<file path="src/rtl/memrd_pkg.sv">
package memrd_pkg;
  localparam logic [1:0] BURST_INCR = 2'b01;
  localparam int PAGE_BYTES = 4096;
  localparam int MAX_BEATS  = 256;

  function automatic int min_int(input int a, input int b);
    return (a < b) ? a : b;
  endfunction
endpackage

</file>
<file path="src/rtl/memrd_burst_calc.sv">
module memrd_burst_calc
  import memrd_pkg::*;
#(
  parameter int AW   = 32,
  parameter int LENW = 20,
  parameter int DW   = 32,
  parameter int CAP  = 64,
  parameter int BW   = 7
) (
  input  logic [AW-1:0]   addr,
  input  logic [LENW-1:0] remain,
  output logic [BW-1:0]   beats
);
  localparam int BYTE_SH = $clog2(DW/8);
  localparam int PW      = $clog2(PAGE_BYTES);
  localparam int WPP     = PAGE_BYTES / (DW/8);

  logic [31:0] to_edge, lim, rem32;

  always_comb begin
    to_edge = 32'(WPP) - 32'(addr[PW-1:BYTE_SH]);
    lim     = (to_edge < 32'(CAP)) ? to_edge : 32'(CAP);
    rem32   = 32'(remain);
    beats   = BW'((rem32 < lim) ? rem32 : lim);
  end
endmodule

</file>
<file path="src/rtl/memrd_fifo.sv">
module memrd_fifo #(
  parameter int DW    = 32,
  parameter int DEPTH = 64
) (
  input  logic          clk,
  input  logic          rst,
  input  logic          push,
  input  logic [DW-1:0] din,
  input  logic          out_ready,
  output logic [DW-1:0] out_data,
  output logic          out_valid,
  output logic          mem_empty
);
  localparam int PTRW = $clog2(DEPTH);

  logic [DW-1:0]   mem [DEPTH];
  logic [PTRW-1:0] wptr, rptr;
  logic [PTRW:0]   cnt;
  logic            load;

  assign load      = (cnt != '0) && (!out_valid || out_ready);
  assign mem_empty = (cnt == '0);

  // storage and registered read port, no reset so it maps to block RAM
  always_ff @(posedge clk) begin
    if (push) mem[wptr] <= din;
    if (load) out_data <= mem[rptr];
  end

  always_ff @(posedge clk) begin
    if (rst) begin
      wptr      <= '0;
      rptr      <= '0;
      cnt       <= '0;
      out_valid <= 1'b0;
    end else begin
      if (push) wptr <= wptr + 1'b1;
      if (load) rptr <= rptr + 1'b1;
      cnt <= cnt + {{PTRW{1'b0}}, push} - {{PTRW{1'b0}}, load};
      if (load)           out_valid <= 1'b1;
      else if (out_ready) out_valid <= 1'b0;
    end
  end

  p_no_overflow_r5: assert property (@(posedge clk) disable iff (rst)
    push |-> (cnt < (PTRW+1)'(DEPTH)));
endmodule

</file>
<file path="src/rtl/memrd_stream.sv">
module memrd_stream
  import memrd_pkg::*;
#(
  parameter int AW     = 32,
  parameter int DW     = 32,
  parameter int LENW   = 20,
  parameter int IDW    = 4,
  parameter int DEPTH  = 64,
  parameter logic [IDW-1:0] ID_VAL = '0
) (
  input  logic            clk,
  input  logic            rst,
  input  logic [AW-1:0]   ctl_base,
  input  logic [LENW-1:0] ctl_words,
  input  logic            ctl_go,
  output logic            run_busy,
  output logic            run_err,
  output logic [AW-1:0]   m_axi_araddr,
  output logic [7:0]      m_axi_arlen,
  output logic [2:0]      m_axi_arsize,
  output logic [1:0]      m_axi_arburst,
  output logic [IDW-1:0]  m_axi_arid,
  output logic            m_axi_arvalid,
  input  logic            m_axi_arready,
  input  logic [DW-1:0]   m_axi_rdata,
  input  logic [1:0]      m_axi_rresp,
  input  logic            m_axi_rlast,
  input  logic            m_axi_rvalid,
  output logic            m_axi_rready,
  output logic [DW-1:0]   st_data,
  output logic            st_valid,
  input  logic            st_ready
);
  localparam int BYTE_SH = $clog2(DW/8);
  localparam int CAP     = min_int(MAX_BEATS, DEPTH);
  localparam int BW      = $clog2(CAP + 1);
  localparam int CW      = $clog2(DEPTH + 1);
  localparam int PW      = $clog2(PAGE_BYTES);
  localparam int WPP     = PAGE_BYTES / (DW/8);

  logic            busy_q, err_q;
  logic [AW-1:0]   addr_q;
  logic [LENW-1:0] rem_q;
  logic            arvalid_q;
  logic [AW-1:0]   araddr_q;
  logic [7:0]      arlen_q;
  logic [BW-1:0]   beats_q;
  logic [CW-1:0]   credit_q, outst_q;
  logic [BW-1:0]   beats_nx;
  logic            go_ok, issue, ar_hs, r_hs, pop, finish;
  logic            fifo_empty;
  logic            unused_ok;

  assign unused_ok = ^{m_axi_rlast, m_axi_rresp[0], ctl_base[BYTE_SH-1:0]};

  memrd_burst_calc #(
    .AW(AW), .LENW(LENW), .DW(DW), .CAP(CAP), .BW(BW)
  ) u_calc (
    .addr   (addr_q),
    .remain (rem_q),
    .beats  (beats_nx)
  );

  memrd_fifo #(.DW(DW), .DEPTH(DEPTH)) u_fifo (
    .clk       (clk),
    .rst       (rst),
    .push      (r_hs),
    .din       (m_axi_rdata),
    .out_ready (st_ready),
    .out_data  (st_data),
    .out_valid (st_valid),
    .mem_empty (fifo_empty)
  );

  assign go_ok  = ctl_go && !busy_q;
  assign ar_hs  = arvalid_q && m_axi_arready;
  assign r_hs   = m_axi_rvalid && m_axi_rready;
  assign pop    = st_valid && st_ready;
  assign issue  = busy_q && !err_q && !arvalid_q && (rem_q != '0) &&
                  (credit_q >= CW'(beats_nx));
  assign finish = busy_q && (err_q || rem_q == '0) && !arvalid_q &&
                  (outst_q == '0) && fifo_empty && !st_valid;

  // control and burst planning
  always_ff @(posedge clk) begin
    if (rst) begin
      busy_q    <= 1'b0;
      err_q     <= 1'b0;
      addr_q    <= '0;
      rem_q     <= '0;
      arvalid_q <= 1'b0;
      araddr_q  <= '0;
      arlen_q   <= '0;
      beats_q   <= '0;
    end else begin
      if (go_ok) begin
        addr_q <= {ctl_base[AW-1:BYTE_SH], {BYTE_SH{1'b0}}};
        rem_q  <= ctl_words;
        busy_q <= (ctl_words != '0);
        err_q  <= 1'b0;
      end else begin
        if (finish) busy_q <= 1'b0;
        if (r_hs && m_axi_rresp[1]) err_q <= 1'b1;
        if (issue) begin
          arvalid_q <= 1'b1;
          araddr_q  <= addr_q;
          arlen_q   <= 8'(beats_nx - 1'b1);
          beats_q   <= beats_nx;
          addr_q    <= addr_q + AW'({beats_nx, {BYTE_SH{1'b0}}});
          rem_q     <= rem_q - LENW'(beats_nx);
        end else if (ar_hs) begin
          arvalid_q <= 1'b0;
        end
      end
    end
  end

  // FIFO room not yet promised, and beats requested but not yet returned
  always_ff @(posedge clk) begin
    if (rst) begin
      credit_q <= CW'(DEPTH);
      outst_q  <= '0;
    end else begin
      credit_q <= credit_q - (ar_hs ? CW'(beats_q) : '0) + (pop ? CW'(1) : '0);
      outst_q  <= outst_q + (ar_hs ? CW'(beats_q) : '0) - (r_hs ? CW'(1) : '0);
    end
  end

  assign run_busy      = busy_q;
  assign run_err       = err_q;
  assign m_axi_araddr  = araddr_q;
  assign m_axi_arlen   = arlen_q;
  assign m_axi_arsize  = 3'(BYTE_SH);
  assign m_axi_arburst = BURST_INCR;
  assign m_axi_arid    = ID_VAL;
  assign m_axi_arvalid = arvalid_q;
  assign m_axi_rready  = (outst_q != '0);

  p_ar_hold_r11: assert property (@(posedge clk) disable iff (rst)
    (m_axi_arvalid && !m_axi_arready) |=>
      (m_axi_arvalid && $stable(m_axi_araddr) && $stable(m_axi_arlen)));

  p_page_r4: assert property (@(posedge clk) disable iff (rst)
    m_axi_arvalid |->
      ((32'(m_axi_araddr[PW-1:BYTE_SH]) + 32'(m_axi_arlen)) < 32'(WPP)));

  p_len_cap_r3: assert property (@(posedge clk) disable iff (rst)
    m_axi_arvalid |-> (32'(m_axi_arlen) < 32'(CAP)));

  p_align_r1: assert property (@(posedge clk) disable iff (rst)
    m_axi_arvalid |-> (m_axi_araddr[BYTE_SH-1:0] == '0));

  p_stop_on_err_r7: assert property (@(posedge clk) disable iff (rst)
    err_q |=> !$rose(m_axi_arvalid));

  p_idle_quiet_r9: assert property (@(posedge clk) disable iff (rst)
    !busy_q |-> (!m_axi_arvalid && !m_axi_rready));
endmodule

</file>
<file path="config.mk">
export PLATFORM = sky130hd
export DESIGN_NAME = memrd_stream
export DESIGN_NICKNAME = d
export VERILOG_FILES = /design/src/rtl/memrd_pkg.sv /design/src/rtl/memrd_burst_calc.sv /design/src/rtl/memrd_fifo.sv /design/src/rtl/memrd_stream.sv
export SDC_FILE = /design/constraint.sdc
export NUM_CORES = 2
export LEC_CHECK = 0
export CORE_ASPECT_RATIO = 0.75
export CORE_MARGIN = 5
export CORE_UTILIZATION = 40
export DETAILED_ROUTE_END_ITERATION = 8
export PLACE_DENSITY_LB_ADDON = 0.12
export RECOVER_POWER = 100
export REMOVE_ABC_BUFFERS = 1
export SKIP_LAST_GASP = 1
export SYNTH_ARGS = -nofsm -noshare
export SYNTH_HDL_FRONTEND = slang
export SYNTH_SLANG_ARGS = --single-unit
</file>
<file path="constraint.sdc">
create_clock -name clk -period 6.3 [get_ports clk]
set_input_delay 0.945 -clock clk [delete_from_list [all_inputs] [get_ports clk]]
set_output_delay 0.945 -clock clk [all_outputs]
set_load 0.02 [all_outputs]
</file>
**Word-level counts from Yosys, hierarchy flattened**

Memories as Yosys holds them, arrays and structs flattened. A register that Yosys moved wholly into a read port is not among the register bits.
Index checks and enable logic that the tools add are counted.

- $add $sub $neg: 12
- Magnitude comparators: 3
- Multiplexer cells: 17
- Bitwise operators: 1
- Reductions and logical operators: 35

Operators with widths:

| operator | number |
|---|---|
| 32-bit 2-to-1 mux | 3 |
| 20-bit 2-to-1 mux | 2 |
| 20-bit nonzero test | 2 |
| 32-bit by 9-bit adder with 32-bit output | 1 |
| 20-bit by 32-bit less-than comparator with 1-bit output | 1 |
| 32-bit by 7-bit less-than comparator with 1-bit output (second input constant) | 1 |
| 20-bit zero test | 1 |
| 20-bit by 7-bit subtractor with 20-bit output | 1 |
| 1-bit logical AND | 15 |
| 7-bit by 1-bit adder with 7-bit output | 2 |
| 7-bit zero test | 2 |
| 7-bit 2-to-1 mux | 2 |
| 7-bit nonzero test | 2 |
| 7-bit by 1-bit subtractor with 7-bit output | 2 |
| 6-bit by 1-bit adder with 6-bit output (second input constant) | 2 |
| 11-bit by 10-bit subtractor with 12-bit output (first input constant) | 1 |
| 1-bit 2-to-1 mux | 10 |
| 2-bit nonzero test | 4 |
| 7-bit by 1-bit subtractor with 8-bit output (second input constant) | 1 |
| 7-bit adder | 1 |
| 7-bit greater-or-equal comparator | 1 |
| 7-bit subtractor | 1 |
| 1-bit zero test | 4 |
| 2-bit AND reduction | 2 |
| other kinds (3) | 4 |

- Bits in registers: 136
- Memory bits (writable): 2048
- Input bits: 93
- Output and inout bits: 86
- Memories: 1

Memory list:

| memory | depth | bits a word | rd ports | clocked after Yosys merged registers in | wr ports | line | source |
|---|---|---|---|---|---|---|---|
| u_fifo.mem | 64 | 32 | 1 | 1 | 1 | memrd_fifo.sv:16 | `logic [DW-1:0] mem [DEPTH];` |

**Longest topological paths before layout**

- Word-level depth: 9
- Depth in mapped cells: 28
- Gate-level depth less buffers: 27

**By module**

Synthesis repeated with hierarchy kept, for this count alone.

- Cell total of the unflattened synthesis: 4567
- Area total of the unflattened synthesis: 87383.8 µm²

By module, submodules not included:

| module | times used | cells an instance | area each (µm²) | seq. area each (µm²) |
|---|---|---|---|---|
| memrd_fifo | 1 | 3692 | 80385.8 | 62860.3 |
| memrd_stream | 1 | 796 | 6401.1 | 2242.2 |
| memrd_burst_calc | 1 | 79 | 596.8 | 0.0 |

**Worst setup path after synthesis**

No wires, ideal clock.

- Path type: register -> register
- From: register addr_q[3]
- To: register rem_q[17]
- Setup time: 74 ps
- Arrival: 6242 ps
- Required time: 6226 ps
- Path slack: -16 ps
- Stages on the path, launching flop included: 24
- Path buffers: 1
- Cells stage by stage: dfxtp_1 inv_1 ha_1 or4b_4 or4_4 a21o_1 clkinv_1 nand2_1 ha_1 a2111oi_0 nand2_1 a2111oi_2 o211ai_2 buf_2 a31oi_1 ha_1 nor2b_1 o21ai_0 a21boi_0 o311a_1 nor3_1 nand3_1 or2_2 a31oi_1

- Word-level cells in the longest chain between the ends: 8
- Elaborated cells on any way between the ends: 11
- Those cells by class: add/sub: 2; order compare: 3; mux: 4; reduce/logical: 2

RTL lines:

| element | line | source |
|---|---|---|
| from (decl) | memrd_stream.sv:42 | `logic [AW-1:0] addr_q;` |
| from (signal assigned) | memrd_stream.sv:97 | `addr_q <= {ctl_base[AW-1:BYTE_SH], {BYTE_SH{1'b0}}};` |
| from (signal assigned) | memrd_stream.sv:109 | `addr_q <= addr_q + AW'({beats_nx, {BYTE_SH{1'b0}}});` |
| 11-bit by 10-bit subtractor with 12-bit output * | memrd_burst_calc.sv:21 | `to_edge = 32'(WPP) - 32'(addr[PW-1:BYTE_SH]);` |
| 32-bit by 7-bit less-than comparator with 1-bit output | memrd_burst_calc.sv:22 | `lim = (to_edge < 32'(CAP)) ? to_edge : 32'(CAP);` |
| 32-bit 2-to-1 mux * | memrd_burst_calc.sv:22 |  |
| 20-bit by 32-bit less-than comparator with 1-bit output | memrd_burst_calc.sv:24 | `beats = BW'((rem32 < lim) ? rem32 : lim);` |
| 7-bit 2-to-1 mux * | memrd_burst_calc.sv:24 |  |
| 20-bit by 7-bit subtractor with 20-bit output / 7-bit greater-or-equal comparator (equally long branches) | memrd_stream.sv:110, memrd_stream.sv:80 |  |
| 20-bit 2-to-1 mux / 1-bit logical AND (equally long branches) | memrd_stream.sv:104, memrd_stream.sv:79 |  |
| 20-bit 2-to-1 mux / 2-bit nonzero test (equally long branches) | - |  |
| to (signal assigned) | memrd_stream.sv:98 | `rem_q <= ctl_words;` |
| to (signal assigned) | memrd_stream.sv:110 | `rem_q <= rem_q - LENW'(beats_nx);` |
| to (decl) | memrd_stream.sv:43 | `logic [LENW-1:0] rem_q;` |

Every way passes the cells marked *; elsewhere a longest branch is shown, timed or not. The select of a mux whose other input is x is not followed.
A chain may end at the register's enable or synchronous reset.

**Worst setup path after layout**

- From: register outst_q[6]
- To: memory u_fifo.mem[22][12] (enable)

- Word-level cells in the longest chain between the ends: 4

RTL lines:

| element | line | source |
|---|---|---|
| from (decl) | memrd_stream.sv:48 | `logic [CW-1:0] credit_q, outst_q;` |
| from (signal assigned) | memrd_stream.sv:125 | `outst_q <= outst_q + (ar_hs ? CW'(beats_q) : '0) - (r_hs ? CW'(1) : '0);` |
| 7-bit nonzero test | memrd_stream.sv:137 | `assign m_axi_rready = (outst_q != '0);` |
| 1-bit logical AND | memrd_stream.sv:77 | `assign r_hs = m_axi_rvalid && m_axi_rready;` |
| 1-bit 2-to-1 mux | memrd_fifo.sv:26 | `if (push) mem[wptr] <= din;` |
| 1-bit 2-to-1 mux (implied by the code) | memrd_fifo.sv:26 |  |
| to (decl) | memrd_fifo.sv:16 |  |

No other way between the ends.

==> qor.yml <==
clock_skew_ns: 0.04758
ys_seq_elements: 2212
netlist_instances: 3958
ir_worst_vdd_v: 0.0002681
pwr_density_cell_nw_per_um2: 388.1
yosys.cell_types.count: 66
vias: 42320
cts_buffers: 221
slew_viol_final: 3547
setup_viol: 0
critPathArrivalTime_ns: 6.48
finalCritPeriodShare: 0.9501
outcome: "finished with violations"
end_kind: "flop"
worstMarginPinSlew_ns: 3.631
clk_pin_slew_ns: 0.06
yosysTopAreaCell: "edfxtp_1"
yosys-top-cells-area: "edfxtp_1, mux4_2, dfxtp_1"
netlist_top_cells_count: "edfxtp_1, mux4_2, clkbuf_1"
avgViaCountPerCell: 5.762
hpwl_mm: 138.1
drtIter0Drc: 5370
root_buffer: "clkbuf_16"
yosysWarnings: 0
grt.met2_usage: 0.2992
fp-row-count: 147
syn_avg_cell_area_sq_um: 21.79
grt_pass1_wl_mm: 333.0
dr.pass1.iters: 5
synth_most_common_cell: "edfxtp_1"
grt_antenna_before_repair: 20
dieWidth_microns: 546.2
relSlewSlack: -1.421
port_buffers: 163
start_util: 0.4026
grt_max_degree: 86
drtAntennaViolNets: 0
violations: "capacitance limit, slew limit"
gp_congestion: 0.7797
synth_compound_area_frac: 0.01757
syn_area_sq_um: 86260
grt.met1_usage: 0.3247
ys_seq_area_frac: 0.7547
overflow: 0
drive_above_1_share: 0.2594
synth_edf_count: 2080
hold_violations: 0
whs_ns: 0.4480
synth_top_family_by_area: "multiplexers"
avgRoutedWirePerCell_microns: 32.63
fin_cells: 7344
core_sq_um: 214300
synth_ff_type: "edfxtp_1"
busiest_layer: "met1"
timing.fmax_mhz: 167.1
dp.cells: 6931
final_nets: 4494
netlist.area_leader.share: 0.7241
period_minus_slack_ns: 5.986
chipHeight_microns: 412.2
track_usage: 0.2101
start_kind: "flop"
total_power_mw: 38.37
muxShareOfSynthArea: 0.1768
htree_levels: 4
first_global_vias: 41940
cts_sinks: 2212
setup_tns_ns: 0
routed_wl_mm: 239.7
r2r_setup_slack_ns: 0.31
synth_xor_area_frac: 0.003858
cts_buffer_depth: 4
syn_to_final_growth_pct: 14.63
io_pins: 179
tritoncts: "built"
hold_path.class: "reg -> reg"
crit_fanout: 14
drc_errors: 0
die_area_sq_um: 225100
leakage_nw: 30.28
cts_hold_buf: 0
synthSimpleGateAreaFrac: 0.02331
critical_path_class: "reg -> reg"
critical_path_required_ns: 6.79
clock_latency_ns: 0.85
synth-adder-area-share: 0.01088
grt_use_met3: 0.05057
ys_async_sr_fraction: 0
maxCapViolCount: 112
==> kinds of logic after synthesis <==
logic type                 after synthesis
adders and majority gates               72
DFF                                   2212
xor gates and xnor gates                38
AOI/OAI and AO/OA                      241
other                                    2
and+or+nand+nor                        433
muxes                                  681
buffers and inverters                  279
==> placed cells by master, fill, tap and decap left out, types with 14 or more instances in the layout <==
master	count
a31oi_1	19
bufinv_16	17
dlygate4sd3_1	76
clkbuf_2	46
o211ai_1	14
ha_1	67
xor2_1	15
buf_12	14
nor2_1	122
nand4_1	15
dfxtp_1	127
edfxtp_1	2080
clkbuf_16	222
a21oi_1	96
clkinv_2	39
conb_1	14
clkinv_1	50
nand2_1	131
inv_1	54
nor2b_1	14
nor2_4	24
clkdlybuf4s50_1	54
nand3_1	22
or3_1	16
buf_4	71
o21ai_0	26
clkbuf_1	138
nor3_1	19
xnor2_1	23
mux4_2	672
==> per-layer routing <==
layer | vias to the layer above | part of all wire | wire [microns]
met1 | 22920 | 0.46 | 110000
met2 | 1712 | 0.43 | 103100
met3 | 317 | 0.085 | 20380
met4 | 6 | 0.025 | 5938
li1 | 17360 | - | -
met5 | - | 0.00077 | 184
==> power by group <==
group / total [mW] / internal, mW / switching, mW
combinational: 8.54 / 4.23 / 4.31
sequential: 17.0 / 16.6 / 0.431
clock: 12.8 / 7.23 / 5.60
total: 38.4 / 28.0 / 10.3
==> worst max-delay path: stages, from the launching register on <==
cell and delay, ns:
dfxtp_1 0.36, nor4_1 0.06, nand4_1 0.17, and2_0 0.78
clkbuf_1 0.40, nand4b_1 0.14, clkbuf_1 0.31, nor2_1 1.40
clkbuf_1 1.40, clkbuf_2 0.56
==> final cells by class <==
class                      instances  area [sq um]
tap                             2831          3542
multi-input combinational       1479         20350
clock inverter                   121          1065
clock buffer                     276          5828
antenna                           10         25.02
fill                           17840        115400
sequential                      2212         65120
timing repair buffer             356          2724
inverter                          59         222.7
==> sequential cells by signal (all words and copies together) (netlist names) <==
register,flops
u_fifo.mem,2048
run_busy,1
addr_q,30
rem_q,20
u_fifo.rptr,6
u_fifo.out_data,32
m_axi_araddr,30
credit_q,7
m_axi_arlen,8
m_axi_arvalid,1
u_fifo.wptr,6
u_fifo.cnt,7
outst_q,7
beats_q,7
u_fifo.out_valid,1
run_err,1
==> through the flow <==
stage / util / setup slack, ns / area (sq um)
after floorplan: - / -16.39 / 85430
after global placement: 0.4332 / -0.002130 / 92820
after detailed placement: 0.4334 / 0.06793 / 92860
after CTS: 0.4656 / 0.1465 / 99760
after global routing: 0.4614 / -0.03360 / 98870
final: 0.4614 / 0.3142 / 98870
==> timing repair <==
action / 4_1_cts / 5_1_grt
setup buffers: 0 / 6
pin swaps: 0 / 5
setup endpoints to repair: 3 / 44
gates resized for setup: 1 / 16
==> path summary, 6_finish.rpt <==
| kind | startpoint | to | cells past startpoint |
|---|---|---|---|
| worst max-delay path | outst_q[6] | u_fifo.mem[22][12] | 9 |
| worst min-delay path | m_axi_araddr[3] | m_axi_araddr[3] | 2 |
| worst max register to register | outst_q[6] | u_fifo.mem[22][12] | 9 |
| worst min register to register | m_axi_araddr[3] | m_axi_araddr[3] | 2 |
No activity file was read; power rests on OpenSTA's default activity.
